`config.mk`:
```
export PLATFORM = sky130hd
export DESIGN_NAME = bus_event_seq
export DESIGN_NICKNAME = d
export VERILOG_FILES = /design/src/rtl/bev_pkg.sv /design/src/rtl/bev_base_reg.sv /design/src/rtl/bev_matcher.sv /design/src/rtl/bev_serializer.sv /design/src/rtl/bus_event_seq.sv
export SDC_FILE = /design/constraint.sdc
export NUM_CORES = 1
export LEC_CHECK = 0
export BUFFER_PORTS_ARGS = -buffer_cell sky130_fd_sc_hd__buf_2
export CAP_MARGIN = 30
export CORE_MARGIN = 8
export CORE_UTILIZATION = 25
export DETAILED_ROUTE_END_ITERATION = 16
export GPL_TIMING_DRIVEN = 0
export PLACE_DENSITY = 0.5
export SKIP_CTS_REPAIR_TIMING = 1
export SYNTH_ARGS = -nofsm -noshare
export SYNTH_HDL_FRONTEND = slang
export SYNTH_HIERARCHICAL = 1
export SYNTH_SLANG_ARGS = --single-unit
```
`constraint.sdc`:
```
create_clock -name clk_i -period 6.3 [get_ports clk_i]
set_clock_uncertainty 0.15 [all_clocks]
set_input_delay 0.63 -clock clk_i [delete_from_list [all_inputs] [get_ports clk_i]]
set_output_delay 0.63 -clock clk_i [all_outputs]
set_load 0.005 [all_outputs]
```
`src/rtl/bev_pkg.sv`:
```
package bev_pkg;

  typedef enum logic [1:0] {
    KIND_IO  = 2'd0,
    KIND_MEM = 2'd1,
    KIND_IRQ = 2'd2
  } acc_kind_e;

  typedef enum logic [1:0] {
    DIR_RD  = 2'd0,
    DIR_WR  = 2'd1,
    DIR_ANY = 2'd2
  } ev_dir_e;

  typedef struct packed {
    acc_kind_e   kind;
    ev_dir_e     dir;
    logic [31:0] off_lo;
    logic [31:0] off_hi;
    logic [31:0] mask;
    logic [31:0] dat_lo;
    logic [31:0] dat_hi;
  } ev_def_t;

  // Event table; indices beyond the table get an empty window.
  function automatic ev_def_t ev_def(int unsigned idx);
    ev_def_t d;
    d = '{kind: KIND_IRQ, dir: DIR_ANY, off_lo: 32'd1, off_hi: 32'd0,
          mask: 32'd0, dat_lo: 32'd0, dat_hi: 32'd0};
    case (idx)
      0: d = '{KIND_IO,  DIR_WR,  32'h220,  32'h220,  32'h1,        32'h1,        32'h1};
      1: d = '{KIND_IO,  DIR_WR,  32'h220,  32'h220,  32'h1,        32'h0,        32'h0};
      2: d = '{KIND_IO,  DIR_WR,  32'h228,  32'h228,  32'h0,        32'h0,        32'h0};
      3: d = '{KIND_IO,  DIR_RD,  32'h200,  32'h2FF,  32'h0,        32'h0,        32'h0};
      4: d = '{KIND_MEM, DIR_WR,  32'h1000, 32'h1FFF, 32'h0,        32'h0,        32'h0};
      5: d = '{KIND_MEM, DIR_WR,  32'h1000, 32'h10FF, 32'hFFFF,     32'h100,      32'h1FF};
      6: d = '{KIND_IRQ, DIR_ANY, 32'h3,    32'h3,    32'h0,        32'h0,        32'h0};
      7: d = '{KIND_IO,  DIR_WR,  32'h200,  32'h22F,  32'hFF000000, 32'h80000000, 32'hFF000000};
      default: ;
    endcase
    return d;
  endfunction

endpackage

```
`src/rtl/bev_base_reg.sv`:
```
module bev_base_reg #(
  parameter int unsigned ADDR_W   = 16,
  parameter logic [ADDR_W-1:0] CFG_ADDR = '1
) (
  input  logic              clk_i,
  input  logic              rst_ni,
  input  logic              acc_fire_i,
  input  logic [1:0]        acc_kind_i,
  input  logic              acc_wr_i,
  input  logic [ADDR_W-1:0] acc_addr_i,
  input  logic [ADDR_W-1:0] cfg_data_i,
  output logic              cfg_hit_o,
  output logic [ADDR_W-1:0] base_o
);
  import bev_pkg::*;

  logic [ADDR_W-1:0] base_q;

  assign cfg_hit_o = (acc_kind_i == KIND_IO) && acc_wr_i && (acc_addr_i == CFG_ADDR);

  always_ff @(posedge clk_i or negedge rst_ni) begin
    if (!rst_ni)                       base_q <= '0;
    else if (acc_fire_i && cfg_hit_o)  base_q <= cfg_data_i;
  end

  assign base_o = base_q;

  AST_BASE_LOAD: assert property (@(posedge clk_i) disable iff (!rst_ni)
    (acc_fire_i && cfg_hit_o) |=> (base_o == $past(cfg_data_i)));
  AST_BASE_HOLD: assert property (@(posedge clk_i) disable iff (!rst_ni)
    !(acc_fire_i && cfg_hit_o) |=> $stable(base_o));

endmodule

```
`src/rtl/bev_matcher.sv`:
```
module bev_matcher #(
  parameter int unsigned ADDR_W = 16,
  parameter int unsigned DATA_W = 32,
  parameter int unsigned EV_IDX = 0,
  localparam int unsigned BE_W = DATA_W / 8
) (
  input  logic [1:0]        acc_kind_i,
  input  logic              acc_wr_i,
  input  logic [ADDR_W-1:0] acc_addr_i,
  input  logic [DATA_W-1:0] acc_data_i,
  input  logic [BE_W-1:0]   acc_be_i,
  input  logic [ADDR_W-1:0] base_i,
  output logic              hit_o
);
  import bev_pkg::*;

  localparam ev_def_t DEF = ev_def(EV_IDX);
  localparam logic [ADDR_W-1:0] OFF_LO = DEF.off_lo[ADDR_W-1:0];
  localparam logic [ADDR_W-1:0] OFF_HI = DEF.off_hi[ADDR_W-1:0];
  localparam logic [DATA_W-1:0] MASK   = DEF.mask[DATA_W-1:0];
  localparam logic [DATA_W-1:0] DAT_LO = DEF.dat_lo[DATA_W-1:0];
  localparam logic [DATA_W-1:0] DAT_HI = DEF.dat_hi[DATA_W-1:0];
  localparam logic [1:0]        KIND   = DEF.kind;
  localparam logic IS_IRQ   = (DEF.kind == KIND_IRQ);
  localparam logic DIR_ANYL = (DEF.dir == DIR_ANY);
  localparam logic DIR_WRL  = (DEF.dir == DIR_WR);
  localparam logic CHK_DATA = (MASK != '0);

  function automatic logic [BE_W-1:0] lanes_of(logic [DATA_W-1:0] m);
    logic [BE_W-1:0] r;
    for (int b = 0; b < BE_W; b++) r[b] = |m[b*8 +: 8];
    return r;
  endfunction

  localparam logic [BE_W-1:0] BE_NEED = lanes_of(MASK);

  logic [ADDR_W:0]   rel;
  logic [ADDR_W-1:0] off;
  logic              below;
  logic [ADDR_W:0]   d_off_lo, d_off_hi;
  logic [DATA_W-1:0] masked;
  logic [DATA_W:0]   d_dat_lo, d_dat_hi;
  logic kind_ok, dir_ok, addr_ok, data_ok;

  always_comb begin
    rel   = {1'b0, acc_addr_i} - {1'b0, base_i};
    off   = IS_IRQ ? acc_addr_i : rel[ADDR_W-1:0];
    below = IS_IRQ ? 1'b0 : rel[ADDR_W];
    // borrow-based compares keep constant bounds free of width corner cases
    d_off_lo = {1'b0, off} - {1'b0, OFF_LO};
    d_off_hi = {1'b0, OFF_HI} - {1'b0, off};
    addr_ok  = !below && !d_off_lo[ADDR_W] && !d_off_hi[ADDR_W];

    masked   = acc_data_i & MASK;
    d_dat_lo = {1'b0, masked} - {1'b0, DAT_LO};
    d_dat_hi = {1'b0, DAT_HI} - {1'b0, masked};
    data_ok  = !CHK_DATA ||
               (!d_dat_lo[DATA_W] && !d_dat_hi[DATA_W] && ((acc_be_i & BE_NEED) == BE_NEED));

    kind_ok = (acc_kind_i == KIND);
    dir_ok  = DIR_ANYL || (acc_wr_i == DIR_WRL);
    hit_o   = kind_ok && dir_ok && addr_ok && data_ok;
  end

endmodule

```
`src/rtl/bev_serializer.sv`:
```
module bev_serializer #(
  parameter int unsigned NUM_EV = 8
) (
  input  logic              clk_i,
  input  logic              rst_ni,
  input  logic              acc_valid_i,
  input  logic [NUM_EV-1:0] hit_i,
  input  logic              cfg_hit_i,
  output logic              acc_ready_o,
  output logic              ev_valid_o,
  output logic [NUM_EV-1:0] ev_o
);
  localparam logic [NUM_EV-1:0] ONE = {{(NUM_EV-1){1'b0}}, 1'b1};

  logic [NUM_EV-1:0] pend_q, pend_d, head, rest;
  logic              fire;

  always_comb begin
    head        = pend_q & (~pend_q + ONE);   // lowest index first
    rest        = pend_q & ~head;
    acc_ready_o = (rest == '0);
    fire        = acc_valid_i && acc_ready_o;
    if (fire) pend_d = cfg_hit_i ? '0 : hit_i;
    else      pend_d = rest;
  end

  always_ff @(posedge clk_i or negedge rst_ni) begin
    if (!rst_ni) pend_q <= '0;
    else         pend_q <= pend_d;
  end

  assign ev_valid_o = (pend_q != '0);
  assign ev_o       = head;

  AST_EV_ONEHOT: assert property (@(posedge clk_i) disable iff (!rst_ni)
    ev_valid_o |-> ($countones(ev_o) == 1));
  AST_EV_IDLE_ZERO: assert property (@(posedge clk_i) disable iff (!rst_ni)
    !ev_valid_o |-> (ev_o == '0));
  AST_EV_ASCENDING: assert property (@(posedge clk_i) disable iff (!rst_ni)
    (ev_valid_o && $past(ev_valid_o) && !$past(acc_valid_i && acc_ready_o))
      |-> (ev_o > $past(ev_o)));
  AST_FIRE_EMITS: assert property (@(posedge clk_i) disable iff (!rst_ni)
    (acc_valid_i && acc_ready_o && (hit_i != '0) && !cfg_hit_i) |=> ev_valid_o);
  AST_DRAIN_CONT: assert property (@(posedge clk_i) disable iff (!rst_ni)
    (ev_valid_o && !acc_ready_o) |=> ev_valid_o);

endmodule

```
`src/rtl/bus_event_seq.sv`:
```
module bus_event_seq #(
  parameter int unsigned NUM_EV   = 8,
  parameter int unsigned ADDR_W   = 16,
  parameter int unsigned DATA_W   = 32,
  parameter logic [ADDR_W-1:0] CFG_ADDR = 16'hFFF0,
  localparam int unsigned BE_W = DATA_W / 8
) (
  input  logic              clk_i,
  input  logic              rst_ni,
  input  logic              acc_valid_i,
  output logic              acc_ready_o,
  input  logic [1:0]        acc_kind_i,
  input  logic              acc_wr_i,
  input  logic [ADDR_W-1:0] acc_addr_i,
  input  logic [DATA_W-1:0] acc_data_i,
  input  logic [BE_W-1:0]   acc_be_i,
  output logic              ev_valid_o,
  output logic [NUM_EV-1:0] ev_o
);

  logic [ADDR_W-1:0] base;
  logic              cfg_hit;
  logic [NUM_EV-1:0] hit;
  logic              fire;

  assign fire = acc_valid_i && acc_ready_o;

  bev_base_reg #(.ADDR_W(ADDR_W), .CFG_ADDR(CFG_ADDR)) u_base (
    .clk_i      (clk_i),
    .rst_ni     (rst_ni),
    .acc_fire_i (fire),
    .acc_kind_i (acc_kind_i),
    .acc_wr_i   (acc_wr_i),
    .acc_addr_i (acc_addr_i),
    .cfg_data_i (acc_data_i[ADDR_W-1:0]),
    .cfg_hit_o  (cfg_hit),
    .base_o     (base)
  );

  for (genvar i = 0; i < NUM_EV; i++) begin : g_ev
    bev_matcher #(.ADDR_W(ADDR_W), .DATA_W(DATA_W), .EV_IDX(i)) u_match (
      .acc_kind_i (acc_kind_i),
      .acc_wr_i   (acc_wr_i),
      .acc_addr_i (acc_addr_i),
      .acc_data_i (acc_data_i),
      .acc_be_i   (acc_be_i),
      .base_i     (base),
      .hit_o      (hit[i])
    );
  end

  bev_serializer #(.NUM_EV(NUM_EV)) u_ser (
    .clk_i       (clk_i),
    .rst_ni      (rst_ni),
    .acc_valid_i (acc_valid_i),
    .hit_i       (hit),
    .cfg_hit_i   (cfg_hit),
    .acc_ready_o (acc_ready_o),
    .ev_valid_o  (ev_valid_o),
    .ev_o        (ev_o)
  );

  AST_RESET_IDLE: assert property (@(posedge clk_i) disable iff (!rst_ni)
    $rose(rst_ni) |-> (acc_ready_o && !ev_valid_o));

endmodule

```
# Yosys cells after proc, flatten, opt, wreduce, memory -nomap -nowiden
# Index checks and enable logic that the tools add are counted.
# word_totals
regBits,24
inputBits,58
output_inout_bits,10
elab_cells,92
# classes
add_sub_neg,21
n_eq_ne,4
muxes,2
bitwise_logic,5
reduce_logical,58
# op_table
cell,n
"10-bit by 16-bit subtractor with 17-bit output, first input constant",4
"16-bit by 10-bit subtractor with 17-bit output, second input constant",3
1-bit logical AND,35
"13-bit by 16-bit subtractor with 17-bit output, first input constant",2
"32-bit by 32-bit subtractor with 33-bit output, first input constant",1
"32-bit by 32-bit subtractor with 33-bit output, second input constant",1
1-bit zero test,20
"16-bit by 13-bit subtractor with 17-bit output, second input constant",1
16-bit by 16-bit subtractor with 17-bit output,1
"16-bit by 2-bit subtractor with 17-bit output, second input constant",1
"16-bit by 9-bit subtractor with 17-bit output, second input constant",1
"2-bit by 16-bit subtractor with 17-bit output, first input constant",1
"9-bit by 16-bit subtractor with 17-bit output, first input constant",1
8-bit bitwise AND,2
"16-bit equality test, second input constant",1
8-bit two-way mux,2
8-bit NOT,2
"8-bit by 1-bit adder with 8-bit output, second input constant",1
8-bit zero test,1
8-bit nonzero test,1
"2-bit equality test, second input constant",2
"1-bit by 1-bit subtractor with 2-bit output, first input constant",2
"2-bit by 1-bit equality test with 1-bit output, second input constant",1
2-bit zero test,1
2 further kinds,2

# Logic depth before layout (Yosys ltp)
# logic_depth
word_depth,9
mapped_depth,12
depth_no_buf,12

# Modules after synthesis
# Netlist, hierarchy kept.
# modules_own_cells
mod,n_inst,cells_each,area_per_inst_um2,seq_area_each_um2
bev_matcher at g_ev[2].u_match,1,138,918.4,0.0
bev_matcher at g_ev[1].u_match,1,132,907.1,0.0
bev_matcher at g_ev[0].u_match,1,127,885.8,0.0
bev_matcher at g_ev[5].u_match,1,112,777.0,0.0
bev_matcher at g_ev[3].u_match,1,104,718.2,0.0
bev_base_reg,1,41,714.4,400.4
bev_matcher at g_ev[7].u_match,1,92,640.6,0.0
bev_matcher at g_ev[4].u_match,1,87,589.3,0.0
bev_serializer,1,58,504.2,200.2
bev_matcher at g_ev[6].u_match,1,7,65.1,0.0
bus_event_seq,1,1,6.3,0.0

# Worst setup path after synthesis
# OpenSTA, ideal clock, no wires.
# synth_path
path_type,in2reg
startpoint,in acc_addr_i[0]
endpoint,reg u_ser.pend_q[2]
setup_time_ps,77
arrival_ps,3179
required_time_ps,6073
path_slack_ps,2894
path_stages,11
n_path_buf,0
path_cell_list,inv_1 ha_1 fa_1 nand2b_1 a221o_1 a311o_1 a2111o_1 or4_4 nor4_2 nand2_1 o21ai_1
# synth_between
elab_chain_cells,8
elab_cells_between_ends,13
classes_between,add/sub (3); eq/ne (1); mux (2); reduce/logical (7)
# synth_lines
item,line_no,text
start: declaration,bus_event_seq.sv:14,"input logic [ADDR_W-1:0] acc_addr_i,"
16-bit by 16-bit subtractor with 17-bit output (*),bev_matcher.sv:46,"rel = {1'b0, acc_addr_i} - {1'b0, base_i};"
16-bit by 10-bit subtractor with 17-bit output,bev_matcher.sv:50,"d_off_lo = {1'b0, off} - {1'b0, OFF_LO};"
1-bit zero test,bev_matcher.sv:52,addr_ok = !below && !d_off_lo[ADDR_W] && !d_off_hi[ADDR_W];
1-bit logical AND,bev_matcher.sv:52,
1-bit logical AND (*),bev_matcher.sv:52,
1-bit logical AND (*),bev_matcher.sv:62,hit_o = kind_ok && dir_ok && addr_ok && data_ok;
net hit[2],bus_event_seq.sv:23,logic [NUM_EV-1:0] hit;
8-bit two-way mux (*) (2 in series),bev_serializer.sv:23,if (fire) pend_d = cfg_hit_i ? '0 : hit_i;
net u_ser.pend_d[2],bev_serializer.sv:15,"logic [NUM_EV-1:0] pend_q, pend_d, head, rest;"
end signal: assignment,bev_serializer.sv:29,else pend_q <= pend_d;
end: declaration,bev_serializer.sv:15,
# Mark *: on every way through the listed nets, which the timed path passes. The rest lies on a longest branch.
# A chain may end at the register's enable or synchronous reset.

# Worst setup path after layout
# layout_path
startpoint,in acc_addr_i[0]
endpoint,reg u_ser.pend_q[1]
# layout_between
elab_chain_cells,9
elab_cells_between_ends,14
classes_between,add/sub (3); eq/ne (1); mux (2); reduce/logical (8)
# layout_lines
item,line_no
16-bit by 16-bit subtractor with 17-bit output (*),bev_matcher.sv:46
16-bit by 10-bit subtractor with 17-bit output,bev_matcher.sv:50
1-bit zero test,bev_matcher.sv:52
1-bit logical AND,bev_matcher.sv:52
1-bit logical AND (*),bev_matcher.sv:52
1-bit logical AND (*) (2 in series),bev_matcher.sv:62
net hit[1],bus_event_seq.sv:23
8-bit two-way mux (*) (2 in series),bev_serializer.sv:23
net u_ser.pend_d[1],bev_serializer.sv:15
# Marks and branches as above.

==> metrics.md <==
| Metric | Value |
|---|---|
| TNS Setup | 0 ns |
| Drt pass-1 iters | 5 |
| CTS buffer count | 3 |
| Place WS | 2.06 ns |
| Clk Latency, worst-skew pair | about 0.26 ns |
| Wire per inst | 17.7 µm |
| Worst rel slew slack | 53.9% |
| Largest stage delay, worst path | about 0.54 ns |
| Final min period | slightly below 4 ns |
| Final #Nets | 1,124 |
| Yosys reg bits | 24 |
| Cells after synthesis | 899 |
| Max H-tree Level | 1 |
| Via density per instance | 5.28 |
| Max Cap Violations | 0 |
| Antenna diodes | 0 |
| Die Wd | 180 µm |
| Vias in the first global route | around 6,500 |
| Detail Route Antenna Nets | 0 |
| Post-synth EDFFs | 0 |
| Clock Sink Count | 24 |
| Grt ovf | 0 |
| First-pass GRT wire length | 35,900 µm |
| Average cell area after synthesis | 7.48 µm² |
| Final setup vio count | 0 |
| Syn nets | 1,068 |
| Simple-gate portion of the synthesized area | 23.4% |
| Slew @ Worst Pin | 0.690 ns |
| Effective utilization at floorplan | 25.2% |
| Total Routing Usage GR | 13.6% |
| Initial antenna violation count | 0 |
| Post-synthesis sequential area ratio | 8.93% |
| Commonest non-fill, non-tap cell in the layout | inv_1 |
| Crit-path most repeated cell | a211oi_1 |
| Core area | 26,700 µm² |
| Std cell rows | 60 |
| Share of the synthesized area in the top cell type | 20.1% |
| Synthesis-to-layout area growth | 11.7% |
| Critical path launch point type | primary input |
| Pins Over Slew Limit | 0 |
| Area contributors post-synth | ha_1, dfrtp_1, inv_1 |
| PortBufs | 51 |
| Post-synth top flop | dfrtp_1 |
| Drc violations | 0 |
| Status | finished, final reports clean |
| Leading area contributor after synthesis | ha_1 |
| Maximum vdd ir drop | 0.0787 mV |
| Post-Synth Adder-Cell Area | 21.0% |
| Worst Path Arrival | 3.97 ns |
| WP data required | about 6.3 ns |
| Die H | ~180 µm |
| Detail Placement HPWL | 17,500 µm |
| RD Place Congestion | ~0.89 |
| PD cells | 89.8 nW/µm² |
| Setup repair after global routing missed its margin | no |
| CP max FO | 9 |
| CTS tree | yes |
| Initial drt markers | 340 |
| Max Buffers Root-to-Sink | 2 |
| Post-synthesis cell type count | between 100 and 150 |
| F_max | about 250 MHz |
| Die footprint | 32,400 µm² |
| Share of layout cells above drive strength 1 | 12.6% |
| Largest family of logic cells by synthesized area | compound AO/OA/AOI/OAI gates |
| Final worst-path cycle share | slightly above 60% |
| Clk root buf | clkbuf_16 |
| Most frequent cells in the layout | inv_1, ha_1, a21oi_1, nor2_1, nand2_1 |
| CP Capture Type | register |
| Hold Vio Cnt, Final | 0 |
| Post-synthesis mux area share | 4.30% |
| Worst hold path class | primary input to async pin |
| Largest net degree at the start of global routing | 25 |
| Io pins | 68 |
| Synth warn | 6 |
| Final WS setup | 2.37 ns |
| Fill count | approximately 2,900 |
| Design area | 7510 µm² |
| Post-synth ARST share | between 90% and 100% |
| Compound-gate portion of the synthesized area | 30.7% |
| Xor and xnor area share after synthesis | 2.86% |
| Placed Area | 7410 µm² |
| Clock-pin slew on the worst setup and hold paths | 0.07 ns |
| Final WL | 23,000 µm |
| Via count | 6,838 |
| Leak pwr | 2.92 nW |
| Critical Path, Cell by Cell | buf_2 -> inv_1 -> ha_1 -> fa_1 -> nor4bb_1 -> o221ai_1 -> a211oi_1 -> o2111a_1 -> nand3_1 -> or4_1 -> a211oi_1 -> nand2_1 -> o21ai_1 |
| Slowest CP cell | a211oi_1 |
| CP Class | primary input to register |
| Synthesized cell area | 6730 µm² |
==> Yosys cell counts (13+ instances only) <==
cell type  instances
inv_1            146
nor2_1            64
nor3_1            26
nand2_1           63
o21a_1            13
o21ai_1           14
o21ai_0           56
a211oi_1          15
ha_1             108
dfrtp_1           24
nand2b_1          17
a21oi_1           64
==> cell type report <==
| class | instances | area (µm²) | share of cell area, % |
|---|---|---|---|
| Multi-Input combinational cell | 722 | 5530 | 73.6 |
| Sequential cell | 24 | 601 | 7.99 |
| Inverter | 147 | 552 | 7.34 |
| Tap cell | 341 | 427 | 5.68 |
| Timing Repair Buffer | 51 | 255 | 3.40 |
| Clock buffer | 3 | 75.1 | 0.999 |
| Buffer | 6 | 41.3 | 0.550 |
| Clock inverter | 1 | 30.0 | 0.400 |
==> worst max-delay path, delay by kind of cell <==
kind	cells	cell delay, ns
fa+ha+maj	2	0.71
simple gates	4	0.99
compound gates	5	1.31
buf+inv	2	0.33
==> where the power goes <==
group          total [W]  internal, W  switching, W
Combinational   0.000335     0.000131      0.000204
Sequential      0.000154     0.000154  0.0000000271
Clock           0.000186     0.000126     0.0000593
==> through the flow <==
step                      std cells  power, W  hold slack (ns)  util, %
after floorplan                 899  0.000389            0.184        -
after global placement         1291  0.000487            0.424     27.8
after detailed placement       1291  0.000488            0.435     27.8
after CTS                      1295  0.000677            0.225     28.2
after global routing           1295  0.000723            0.257     28.2
final                          1295  0.000675            0.210     28.2
==> final timing paths <==
kind	from	end	slack (ns)	cells past startpoint
max	acc_addr_i[0]	u_ser/pend_q[1]	2.37	13
min	rst_ni	u_ser/pend_q[7]	0.21	1
max reg2reg	u_base/base_o[0]	u_ser/pend_q[1]	2.47	11
min reg2reg	u_ser/pend_q[3]	u_ser/pend_q[3]	0.44	2
max in group asynchronous	rst_ni	u_base/base_o[14]	5.40	1
min in group clk_i	u_ser/pend_q[3]	u_ser/pend_q[3]	0.44	2
==> metal layers <==
layer	vias to the layer above	global-route usage [%]	share of wire, %
met1	3188	18.8	50
met3	32	0.887	3.4
li1	3450	-	-
met2	168	22.4	44
met5	-	0	0
met4	0	3.80	2.6
==> sequential cells by signal, summed over array words and instances (netlist names) <==
name and count:
u_ser/pend_q 8, u_base/base_o 16
==> logic make-up after synthesis <==
kind of cell / count (synthesis)
xor+xnor: 22
simple gates: 279
mux: 23
fa+ha+maj: 111
buf+inv: 153
flops: 24
compound gates: 287
Note: power is estimated with default switching activity, not from simulation.
